**src/rtl/urx_pkg.sv**
```systemverilog
package urx_pkg;

  localparam int CHAR_W = 8;

  typedef enum logic [1:0] {
    PAR_NONE  = 2'd0,
    PAR_ODD   = 2'd1,
    PAR_EVEN  = 2'd2,
    PAR_SPACE = 2'd3
  } par_e;

  localparam logic [3:0] CMD_NOP       = 4'd0;
  localparam logic [3:0] CMD_RX_RESET  = 4'd1;
  localparam logic [3:0] CMD_ERR_CLEAR = 4'd3;
  localparam logic [3:0] CMD_BRK_CLEAR = 4'd4;

  localparam int ST_BRK = 6;
  localparam int ST_ERR = 5;
  localparam int ST_OVR = 4;
  localparam int ST_FULL = 1;
  localparam int ST_RDY = 0;

  typedef struct packed {
    logic [CHAR_W-1:0] data;
    logic              err;
    logic              brk;
  } frame_t;

endpackage

```
**src/rtl/urx_sync.sv**
```systemverilog
module urx_sync #(
  parameter int STAGES = 2
) (
  input  logic clk,
  input  logic rst,
  input  logic d,
  output logic q
);
  logic [STAGES-1:0] sr;

  always_ff @(posedge clk) begin
    if (rst) sr <= '1;
    else     sr <= {sr[STAGES-2:0], d};
  end

  assign q = sr[STAGES-1];
endmodule

```
**src/rtl/urx_ctrl.sv**
```systemverilog
module urx_ctrl
  import urx_pkg::*;
(
  input  logic       clk,
  input  logic       rst,
  input  logic       ctl_wr,
  input  logic [7:0] ctl_wdata,
  input  logic       mode_wr,
  input  logic [3:0] mode_wdata,
  output logic       rx_en,
  output logic [1:0] len_code,
  output par_e       par_mode,
  output logic       clr_rx,
  output logic       clr_err,
  output logic       clr_brk
);
  logic [3:0] mode_q;
  logic [3:0] cmd;
  logic       unused_ctl;

  assign cmd        = ctl_wdata[7:4];
  assign unused_ctl = ^ctl_wdata[3:2];

  always_ff @(posedge clk) begin
    if (rst) begin
      rx_en  <= 1'b0;
      mode_q <= 4'b1100;
    end else begin
      if (ctl_wr && ctl_wdata[1])      rx_en <= 1'b0;
      else if (ctl_wr && ctl_wdata[0]) rx_en <= 1'b1;
      if (mode_wr) mode_q <= mode_wdata;
    end
  end

  assign len_code = mode_q[3:2];
  assign par_mode = par_e'(mode_q[1:0]);
  assign clr_rx   = ctl_wr && (cmd == CMD_RX_RESET);
  assign clr_err  = ctl_wr && (cmd == CMD_ERR_CLEAR);
  assign clr_brk  = ctl_wr && (cmd == CMD_BRK_CLEAR);
endmodule

```
**src/rtl/urx_deser.sv**
```systemverilog
module urx_deser
  import urx_pkg::*;
#(
  parameter int OSR = 16
) (
  input  logic       clk,
  input  logic       rst,
  input  logic       run,
  input  logic       tick,
  input  logic       rxd,
  input  logic [1:0] len_code,
  input  par_e       par_mode,
  output logic       done,
  output frame_t     result
);
  localparam int CW   = $clog2(OSR);
  localparam int IW   = $clog2(CHAR_W);
  localparam logic [CW-1:0] MID  = CW'(OSR/2 - 1);
  localparam logic [CW-1:0] LAST = CW'(OSR - 1);

  typedef enum logic [2:0] {S_IDLE, S_START, S_DATA, S_PAR, S_STOP, S_WAITHI} st_e;

  st_e               st;
  logic [CW-1:0]     cnt;
  logic [IW-1:0]     idx;
  logic [IW-1:0]     last_idx;
  logic [CHAR_W-1:0] shreg;
  logic              parb;
  logic              par_ok;
  logic              is_brk;

  assign last_idx = IW'(CHAR_W - 4) + IW'(len_code);

  always_comb begin
    unique case (par_mode)
      PAR_ODD:   par_ok = (^shreg ^ parb) == 1'b1;
      PAR_EVEN:  par_ok = (^shreg ^ parb) == 1'b0;
      PAR_SPACE: par_ok = !parb;
      default:   par_ok = 1'b1;
    endcase
  end

  assign is_brk = (shreg == '0) && !parb && !rxd;

  always_ff @(posedge clk) begin
    if (rst || !run) begin
      st     <= S_IDLE;
      cnt    <= '0;
      idx    <= '0;
      shreg  <= '0;
      parb   <= 1'b0;
      done   <= 1'b0;
      result <= '0;
    end else begin
      done <= 1'b0;
      unique case (st)
        S_IDLE: if (tick && !rxd) begin
          st  <= S_START;
          cnt <= '0;
        end
        S_START: if (tick) begin
          if (cnt == MID) begin
            cnt   <= '0;
            idx   <= '0;
            shreg <= '0;
            parb  <= 1'b0;
            st    <= rxd ? S_IDLE : S_DATA;
          end else cnt <= cnt + 1'b1;
        end
        S_DATA: if (tick) begin
          if (cnt == LAST) begin
            cnt        <= '0;
            shreg[idx] <= rxd;
            if (idx == last_idx) st <= (par_mode == PAR_NONE) ? S_STOP : S_PAR;
            else                 idx <= idx + 1'b1;
          end else cnt <= cnt + 1'b1;
        end
        S_PAR: if (tick) begin
          if (cnt == LAST) begin
            cnt  <= '0;
            parb <= rxd;
            st   <= S_STOP;
          end else cnt <= cnt + 1'b1;
        end
        S_STOP: if (tick) begin
          if (cnt == LAST) begin
            cnt         <= '0;
            done        <= 1'b1;
            result.data <= shreg;
            result.brk  <= is_brk;
            result.err  <= !is_brk && (!par_ok || !rxd);
            st          <= rxd ? S_IDLE : S_WAITHI;
          end else cnt <= cnt + 1'b1;
        end
        S_WAITHI: if (rxd) st <= S_IDLE;
        default: st <= S_IDLE;
      endcase
    end
  end
endmodule

```
**src/rtl/urx_hold.sv**
```systemverilog
module urx_hold
  import urx_pkg::*;
(
  input  logic              clk,
  input  logic              rst,
  input  logic              accept,
  input  frame_t            fr,
  input  logic              rd,
  input  logic              clr_rx,
  input  logic              clr_err,
  input  logic              clr_brk,
  output logic [CHAR_W-1:0] char_q,
  output logic              full_q,
  output logic              err_q,
  output logic              ovr_q,
  output logic              brk_q
);
  logic load;
  logic room;

  assign load = accept && !fr.brk && !clr_rx;
  assign room = !full_q || rd;

  always_ff @(posedge clk) begin
    if (rst) begin
      char_q <= '0;
      full_q <= 1'b0;
      err_q  <= 1'b0;
      ovr_q  <= 1'b0;
      brk_q  <= 1'b0;
    end else begin
      if (clr_rx) begin
        full_q <= 1'b0;
        char_q <= '0;
      end else if (load && room) begin
        full_q <= 1'b1;
        char_q <= fr.data;
      end else if (rd) begin
        full_q <= 1'b0;
      end

      if (clr_err)                   err_q <= 1'b0;
      else if (load && room && fr.err) err_q <= 1'b1;

      if (clr_err)            ovr_q <= 1'b0;
      else if (load && !room) ovr_q <= 1'b1;

      if (clr_brk)                brk_q <= 1'b0;
      else if (accept && fr.brk)  brk_q <= 1'b1;
    end
  end
endmodule

```
**src/rtl/uart_rx_status.sv**
```systemverilog
module uart_rx_status
  import urx_pkg::*;
#(
  parameter int OSR         = 16,
  parameter int SYNC_STAGES = 2
) (
  input  logic              clk,
  input  logic              rst,
  input  logic              tick16,
  input  logic              rxd,
  input  logic              ctl_wr,
  input  logic [7:0]        ctl_wdata,
  input  logic              mode_wr,
  input  logic [3:0]        mode_wdata,
  input  logic              rd,
  output logic [CHAR_W-1:0] rx_char,
  output logic [7:0]        status
);
  logic       rxd_s;
  logic       rx_en;
  logic [1:0] len_code;
  par_e       par_mode;
  logic       clr_rx, clr_err, clr_brk;
  logic       done;
  frame_t     fr;
  logic       full_q, err_q, ovr_q, brk_q;

  urx_sync #(.STAGES(SYNC_STAGES)) u_sync (
    .clk(clk), .rst(rst), .d(rxd), .q(rxd_s)
  );

  urx_ctrl u_ctrl (
    .clk(clk), .rst(rst),
    .ctl_wr(ctl_wr), .ctl_wdata(ctl_wdata),
    .mode_wr(mode_wr), .mode_wdata(mode_wdata),
    .rx_en(rx_en), .len_code(len_code), .par_mode(par_mode),
    .clr_rx(clr_rx), .clr_err(clr_err), .clr_brk(clr_brk)
  );

  urx_deser #(.OSR(OSR)) u_deser (
    .clk(clk), .rst(rst), .run(rx_en && !clr_rx),
    .tick(tick16), .rxd(rxd_s),
    .len_code(len_code), .par_mode(par_mode),
    .done(done), .result(fr)
  );

  urx_hold u_hold (
    .clk(clk), .rst(rst),
    .accept(done && rx_en), .fr(fr), .rd(rd),
    .clr_rx(clr_rx), .clr_err(clr_err), .clr_brk(clr_brk),
    .char_q(rx_char), .full_q(full_q),
    .err_q(err_q), .ovr_q(ovr_q), .brk_q(brk_q)
  );

  always_comb begin
    status          = '0;
    status[ST_BRK]  = brk_q;
    status[ST_ERR]  = err_q;
    status[ST_OVR]  = ovr_q;
    status[ST_FULL] = full_q;
    status[ST_RDY]  = full_q;
  end
endmodule

```
**config.mk**
```make
export PLATFORM = sky130hd
export DESIGN_NAME = uart_rx_status
export DESIGN_NICKNAME = d
export VERILOG_FILES = /design/src/rtl/urx_pkg.sv /design/src/rtl/urx_sync.sv /design/src/rtl/urx_ctrl.sv /design/src/rtl/urx_deser.sv /design/src/rtl/urx_hold.sv /design/src/rtl/uart_rx_status.sv
export SDC_FILE = /design/constraint.sdc
export NUM_CORES = 1
export LEC_CHECK = 0
export BUFFER_PORTS_ARGS = -buffer_cell sky130_fd_sc_hd__buf_2
export CAP_MARGIN = 20
export CELL_PAD_IN_SITES_DETAIL_PLACEMENT = 0
export CELL_PAD_IN_SITES_GLOBAL_PLACEMENT = 1
export CORE_MARGIN = 1.5
export CORE_UTILIZATION = 46
export CTS_CLUSTER_DIAMETER = 50
export DETAILED_ROUTE_END_ITERATION = 7
export PLACE_DENSITY_LB_ADDON = 0.1
export REMOVE_ABC_BUFFERS = 1
export SYNTH_ARGS = -nofsm -noshare
export SYNTH_HDL_FRONTEND = slang
export SYNTH_HIERARCHICAL = 1
export SYNTH_SLANG_ARGS = --single-unit
```
**constraint.sdc**
```tcl
create_clock -name clk -period 3.85 [get_ports clk]
set_clock_uncertainty 0.15 [all_clocks]
set_input_delay 0.385 -clock clk [delete_from_list [all_inputs] [get_ports clk]]
set_output_delay 0.385 -clock clk [all_outputs]
set_load 0.02 [all_outputs]
```
==> metrics.cfg, run 1 <==
[status]
outcome = completed

[place]
dp_hpwl_um = 3830
gp_congestion = 0.749
portBuffers = 29
post-place-ws_ps = 1500
placed_area_um2 = 2690

[power_and_ir_drop]
finalPower_uw = 868
power.leakage_uw = 0.00105
power.density_nw_per_um2 = 310
peakVddDrop_uv = 159

[layout]
final_area_um2 = 2800
fin_nets = 343
area_growth_syn_to_layout_pct = 7.56
post-route-util = 0.511
drive_above_1_share = 0.166
diodes = 0

[flow_run]
maxCapViolCount = 0

[synthesis]
synth_most_common_cell = dfxtp_1
synth_warnings = 6
synth_top_area_frac = 0.377
yosys-top-cells-count = 49 x dfxtp_1, 27 x a21oi_1, 24 x nor2_1
synth-seq-cells = 49
syn_avg_cell_area_um2 = 8.55
synth_edf_count = 0
netlist_area_um2 = 2600
async_flop_share = 0
yosysTopAreaCell = dfxtp_1
ys_seq_area_frac = 0.377
netlist_instances = 304
synth_cell_types = 55
synthFlopType = dfxtp_1
synth.area.top_cells = dfxtp_1 38%, mux2i_1 5.4%, a21oi_1 5.2%

[route]
totalWireLength_um = 5490
ant_nets = 0
vias_per_cell = 5.34
vias = 2087
drc = 0
drt_iter0_drc = 91
dr.pass1.iters = 4
post_drt_wl_per_cell_um = 14.1

[worst_setup_path]
crit_arrival_ps = 2210
start_kind = flop
cp.required_ps = 3900
criticalPathCategory = reg2reg
cp-end-kind = flop
crit_fanout = 3

[timing]
final-max-slew-violation-count = 0
slew_headroom = 0.573
fmax_mhz = 464
worst-slew-pin-transition_ps = 641
post-route-period-util = 0.559
setup_viol = 0
rsz0062_at_grt = no
worst_slack_ps = 1700
final.setup.tns_ps = 0
period_needed_ps = 2150
hold_violations = 0

[global_routing]
grt_pass1_wl_um = 9410
grt_pass1_vias = 1933
grt-ovfl-total = 0
antenna_found_initial = 0
grt_max_degree = 27
grt_use_total = 0.193

[floorplan]
core-area_um2 = 5470
die_w_um = 78.2
ios = 35
num_rows = 27
die-area_um2 = 6110
die-height_um = 78.2
initial_utilization = 0.475

[clocking]
cts_setup_buffers = 0
clock-sinks = 49
tritoncts = yes
tritoncts.num_buffers = 5
clock_latency_ps = 310
cts_hold_buf = 0
cts_root_buf = clkbuf_8
path_clk_slew_ps = 90
clock_path_buffers = 2
cts_max_level = 2
cts-resized-gates = 0

[hold_path]
worstHoldPathType = in2reg

[cell type report]
cell class	count	area, um2
clock buffer	6	72.6
clock inverter	2	15.0
fill	586	2680
inverter	16	60.1
multi-input combinational	215	1410
sequential	49	981
tap	72	90.1
timing repair buffer	31	168
[per-layer routing]
layer / wire length, um / global-route usage / up-vias
met5: 0 / 0 / -
met4: 69 / 0.0589 / 0
met3: 121 / 0.0419 / 7
met2: 2510 / 0.307 / 19
met1: 2790 / 0.262 / 979
li1: - / - / 1082
[where the power goes]
group          switching, uW  total, uW  internal (uW)
clock network            180        308            128
logic                   24.6       44.2           19.6
registers               4.38        515            511
[worst max-delay path, stage by stage (launching register included)]
cell     delay [ps]
dfxtp_1         370
inv_1            60
ha_1            300
xnor2_1         140
xnor2_1         260
mux4_2          520
o21ai_0         170
a21oi_1          80
[state kept, by name, summed over array words and instances (netlist names)]
signal          flops
u_deser/result     10
u_ctrl/rx_en        1
u_deser/done        1
u_hold/brk_q        1
u_deser/parb        1
u_deser/cnt         4
u_deser/st          3
u_hold/full_q       1
u_hold/err_q        1
u_ctrl/mode_q       4
u_deser/idx         3
u_sync/sr           2
u_deser/shreg       8
u_hold/char_q       8
u_hold/ovr_q        1
[cell usage in the layout, fill, tap and decap left out, types with 2 or more instances in the layout]
master / count
clkinvlp_4: 2
inv_1: 16
nand3_1: 18
o21ai_1: 8
conb_1: 3
o21ai_0: 16
ha_1: 6
or3_1: 5
or2_1: 2
a31oi_1: 5
a211oi_1: 11
nor3_1: 5
buf_2: 29
dfxtp_1: 49
mux2i_1: 14
nand4_1: 2
nand2_1: 15
nand2b_1: 4
xnor2_1: 6
a21oi_1: 27
clkbuf_8: 5
nor2b_1: 10
nor2_1: 24
a211o_1: 2
nand4b_1: 2
nor3b_1: 3
[stage by stage]
| stage | hold WS, ps | cells |
|---|---|---|
| finish | 96.6 | 391 |
| global route | 81.6 | 391 |
| CTS | 85.4 | 390 |
| detailed placement | 239 | 382 |
| global placement | 238 | 382 |
| floorplan | 233 | 280 |
[cells by family (layout without fill, tap and decap cells)]
family / Yosys count / count (layout) / synth area share
buf+inv: 42 / 55 / 0.0833
other cells: 1 / 3 / 0.00144
simple gates: 105 / 105 / 0.241
xor+xnor: 6 / 6 / 0.0202
flops: 49 / 49 / 0.377
compound gates: 80 / 80 / 0.185
fa+ha+maj: 6 / 6 / 0.0289
mux: 15 / 15 / 0.0626
[path summary, 6_finish.rpt]
check	from	to	slack (ps)	depth (start not counted)
min reg2reg	u_sync/sr[0]	u_sync/sr[1]	270	1
max reg2reg	u_deser/shreg[2]	u_deser/result[1]	1700	7
min	ctl_wdata[1]	u_ctrl/rx_en	100	2
max	u_deser/shreg[2]	u_deser/result[1]	1700	7
(Power assumes the default switching activity.)
==> run 2: changes to the inputs <==
Settings changed: CORE_UTILIZATION 46 to 39.
Clock period 3.85 ns to 1.9 ns, I/O delays scaled along.
==> run 2 against run 1 <==
Non-clock buffer count up 39. Sequential cell count unchanged. Largest cell class unchanged. Via count rose by 7.4%. Critical endpoint unchanged. Routed wire length grew 9.8%. The flow now finishes with violations (negative setup slack). Global-route usage shrank 1.5 points. Core utilization is 0.45 points higher. Critical path type unchanged. Fmax increased by 10%.
==> metrics.cfg, run 2 (synthesis results as in run 1) <==
[clocking]
tritoncts = yes  ; unchanged
cts_max_level = 2  ; unchanged
clock_latency_ps = 300  ; was 310 ps
cts_root_buf = clkbuf_8  ; unchanged
clock-sinks = 49  ; unchanged
clock_path_buffers = 2  ; unchanged
tritoncts.num_buffers = 5  ; unchanged
path_clk_slew_ps = 100  ; was 90 ps

[timing]
rsz0062_at_grt = yes  ; was no
final-max-slew-violation-count = 0  ; unchanged
post-route-period-util = 1.03  ; was 0.559
hold_violations = 0  ; unchanged
fmax_mhz = 512  ; was 464 MHz
setup_viol = 1  ; was 0
worst_slack_ps = -51.3  ; was 1700 ps
timing.hold.ws_ps = 60.2  ; was 96.6 ps
period_needed_ps = 1950  ; was 2150 ps

[floorplan]
core-area_um2 = 6390  ; was 5470 um2
ios = 35  ; unchanged
die-height_um = 84.6  ; was 78.2 um
die-area_um2 = 7160  ; was 6110 um2
die_w_um = 84.6  ; was 78.2 um
initial_utilization = 0.407  ; was 0.475
num_rows = 29  ; was 27

[hold_path]
whs_path_depth = 2  ; unchanged
worstHoldPathType = in2reg  ; unchanged
min_to = u_ctrl/mode_q[2]  ; was u_ctrl/rx_en
min_from = mode_wr  ; was ctl_wdata[1]

[power_and_ir_drop]
power.leakage_uw = 0.00130  ; was 0.00105 uW
power.density_nw_per_um2 = 582  ; was 310 nW/um2
peakVddDrop_uv = 276  ; was 159 uV

[layout]
final_common_cell = dfxtp_1  ; unchanged
num-fill-cells = 623  ; was 586
reg_top3 = u_deser/result: 10 flops, u_deser/shreg: 8 flops, u_hold/char_q: 8 flops  ; unchanged
seqCellArea_um2 = 996  ; was 981 um2
fin_nets = 382  ; was 343
diodes = 0  ; unchanged
layout.cells.non_filler = 435  ; was 391
top_register = u_deser/result  ; unchanged
drive_above_1_share = 0.318  ; was 0.166
multiInputGateArea_um2 = 1540  ; was 1410 um2
mostFrequentLayoutCells = 37 x dfxtp_1, 33 x buf_4, 29 x buf_2  ; was 49 x dfxtp_1, 29 x buf_2, 27 x a21oi_1
largest_register_ff_count = 10  ; unchanged
area_growth_syn_to_layout_pct = 26.6  ; was 7.56%

[global_routing]
grt_use_total = 0.178  ; was 0.193
grt_pass1_vias = 2199  ; was 1933
grt-ovfl-total = 0  ; unchanged
antenna_found_initial = 0  ; unchanged
grt_pass1_wl_um = 10400  ; was 9410 um
grt_max_degree = 27  ; unchanged

[worst_setup_path]
criticalPathCategory = reg2reg  ; unchanged
critPathBufInv = 1  ; unchanged
critical-path-max-stage-delay_ps = 510  ; was 520 ps
r2r_setup_slack_ps = -50  ; was 1700 ps
cp_top_family = multiplexers  ; unchanged
start_kind = flop  ; unchanged
crit_fanout = 2  ; was 3
crit_arrival_ps = 2000  ; was 2210 ps
cp-end-kind = flop  ; unchanged
r2r_end = u_deser/result[1]  ; unchanged
crit_chain = inv_2 > ha_4 > xnor2_4 > xnor2_2 > mux4_2 > o21ai_1 > a21oi_1  ; was inv_1 > ha_1 > xnor2_1 > xnor2_1 > mux4_2 > o21ai_0 > a21oi_1
r2r_cells = 7  ; unchanged
crit_slowest_cell = mux4_2  ; unchanged
cp.required_ps = 1950  ; was 3900 ps
regToRegStartpoint = u_deser/shreg[5]  ; was u_deser/shreg[2]

[route]
vias_per_cell = 5.15  ; was 5.34
totalWireLength_um = 6030  ; was 5490 um
dr.pass1.iters = 4  ; unchanged
drc = 0  ; unchanged
post_drt_wl_per_cell_um = 13.9  ; was 14.1 um
drt_iter0_drc = 94  ; was 91
ant_nets = 0  ; unchanged
vias = 2241  ; was 2087

[place]
dpl.cell_count = 415  ; was 382
post-place-ws_ps = -168  ; was 1500 ps
dp_hpwl_um = 4350  ; was 3830 um
gp_congestion = 0.773  ; was 0.749
portBuffers = 29  ; unchanged

[status]
violations = negative setup slack
outcome = finished with violations  ; was completed

[flow_run]
maxCapViolCount = 0  ; unchanged

[run 2: cell count changes in the layout (fill, tap and decap cells not counted), sizes merged]
| cell | previous run | this run |
|---|---|---|
| clkbuf | 6 | 5 |
| buf | 31 | 63 |
| bufinv | 0 | 1 |
| dlygate4sd3 | 0 | 7 |
| inv | 16 | 17 |
| clkinvlp | 2 | 0 |
| clkinv | 0 | 1 |
[run 2: worst register-to-register path, cell delays in order, from the launching register on]
cell,delay (ps)
dfxtp_2,350
inv_2,40
ha_4,250
xnor2_4,150
xnor2_2,200
mux4_2,510
o21ai_1,130
a21oi_1,70
[run 2: power breakdown]
group,internal (uW),switching (uW),total (uW)
Clock,395,368,763
Combinational,53.7,53.8,107
Sequential,1030,8.52,1040
Total,1480,431,1910
[run 2: area by class of cell]
type,count,area share
Multi-Input combinational cell,215,0.469
Clock inverter,3,0.0133
Timing Repair Buffer,70,0.147
Tap cell,77,0.0293
Sequential cell,49,0.303
Clock buffer,5,0.0209
Inverter,16,0.0183
[run 2: how the worst max path moves through the flow]
stage                     slack [ps]  depth (start not counted)                 to             start
after global placement          -180                          7  u_deser/result[1]  u_deser/shreg[2]
after detailed placement        -170                          7  u_deser/result[1]  u_deser/shreg[2]
after floorplan                 -120                          5       u_deser/done      ctl_wdata[7]
after global routing            -130                          7  u_deser/result[1]  u_deser/shreg[3]
after CTS                        -50                          7  u_deser/result[1]  u_deser/shreg[7]
final                            -50                          7  u_deser/result[1]  u_deser/shreg[5]
[run 2: what timing repair did]
action                     4_1_cts  5_1_grt
setup endpoints to repair        5       21
gates resized for setup         20       13
pin swaps                        8        4
hold endpoints to repair         6        0
hold buffers                     7        0
buffers inserted                 4        1
[run 2: layer usage]
| metal | up-vias | part of all wire | global-route usage |
|---|---|---|---|
| li1 | 1170 | - | - |
| met5 | - | 0 | 0 |
| met1 | 1042 | 0.47 | 0.243 |
| met4 | 0 | 0.0076 | 0.0352 |
| met2 | 24 | 0.50 | 0.298 |
| met3 | 5 | 0.021 | 0.0295 |
[run 2: stage by stage]
| step | total power (uW) | area [um2] | utilization | setup TNS [ps] |
|---|---|---|---|---|
| floorplan | 1110 | 2450 | - | -2670 |
| global placement | 1160 | 2920 | 0.457 | -175 |
| detailed placement | 1160 | 2920 | 0.457 | -168 |
| CTS | 1940 | 3220 | 0.504 | -50.8 |
| global route | 2000 | 3290 | 0.515 | -132 |
| finish | 1910 | 3290 | 0.515 | -51.3 |
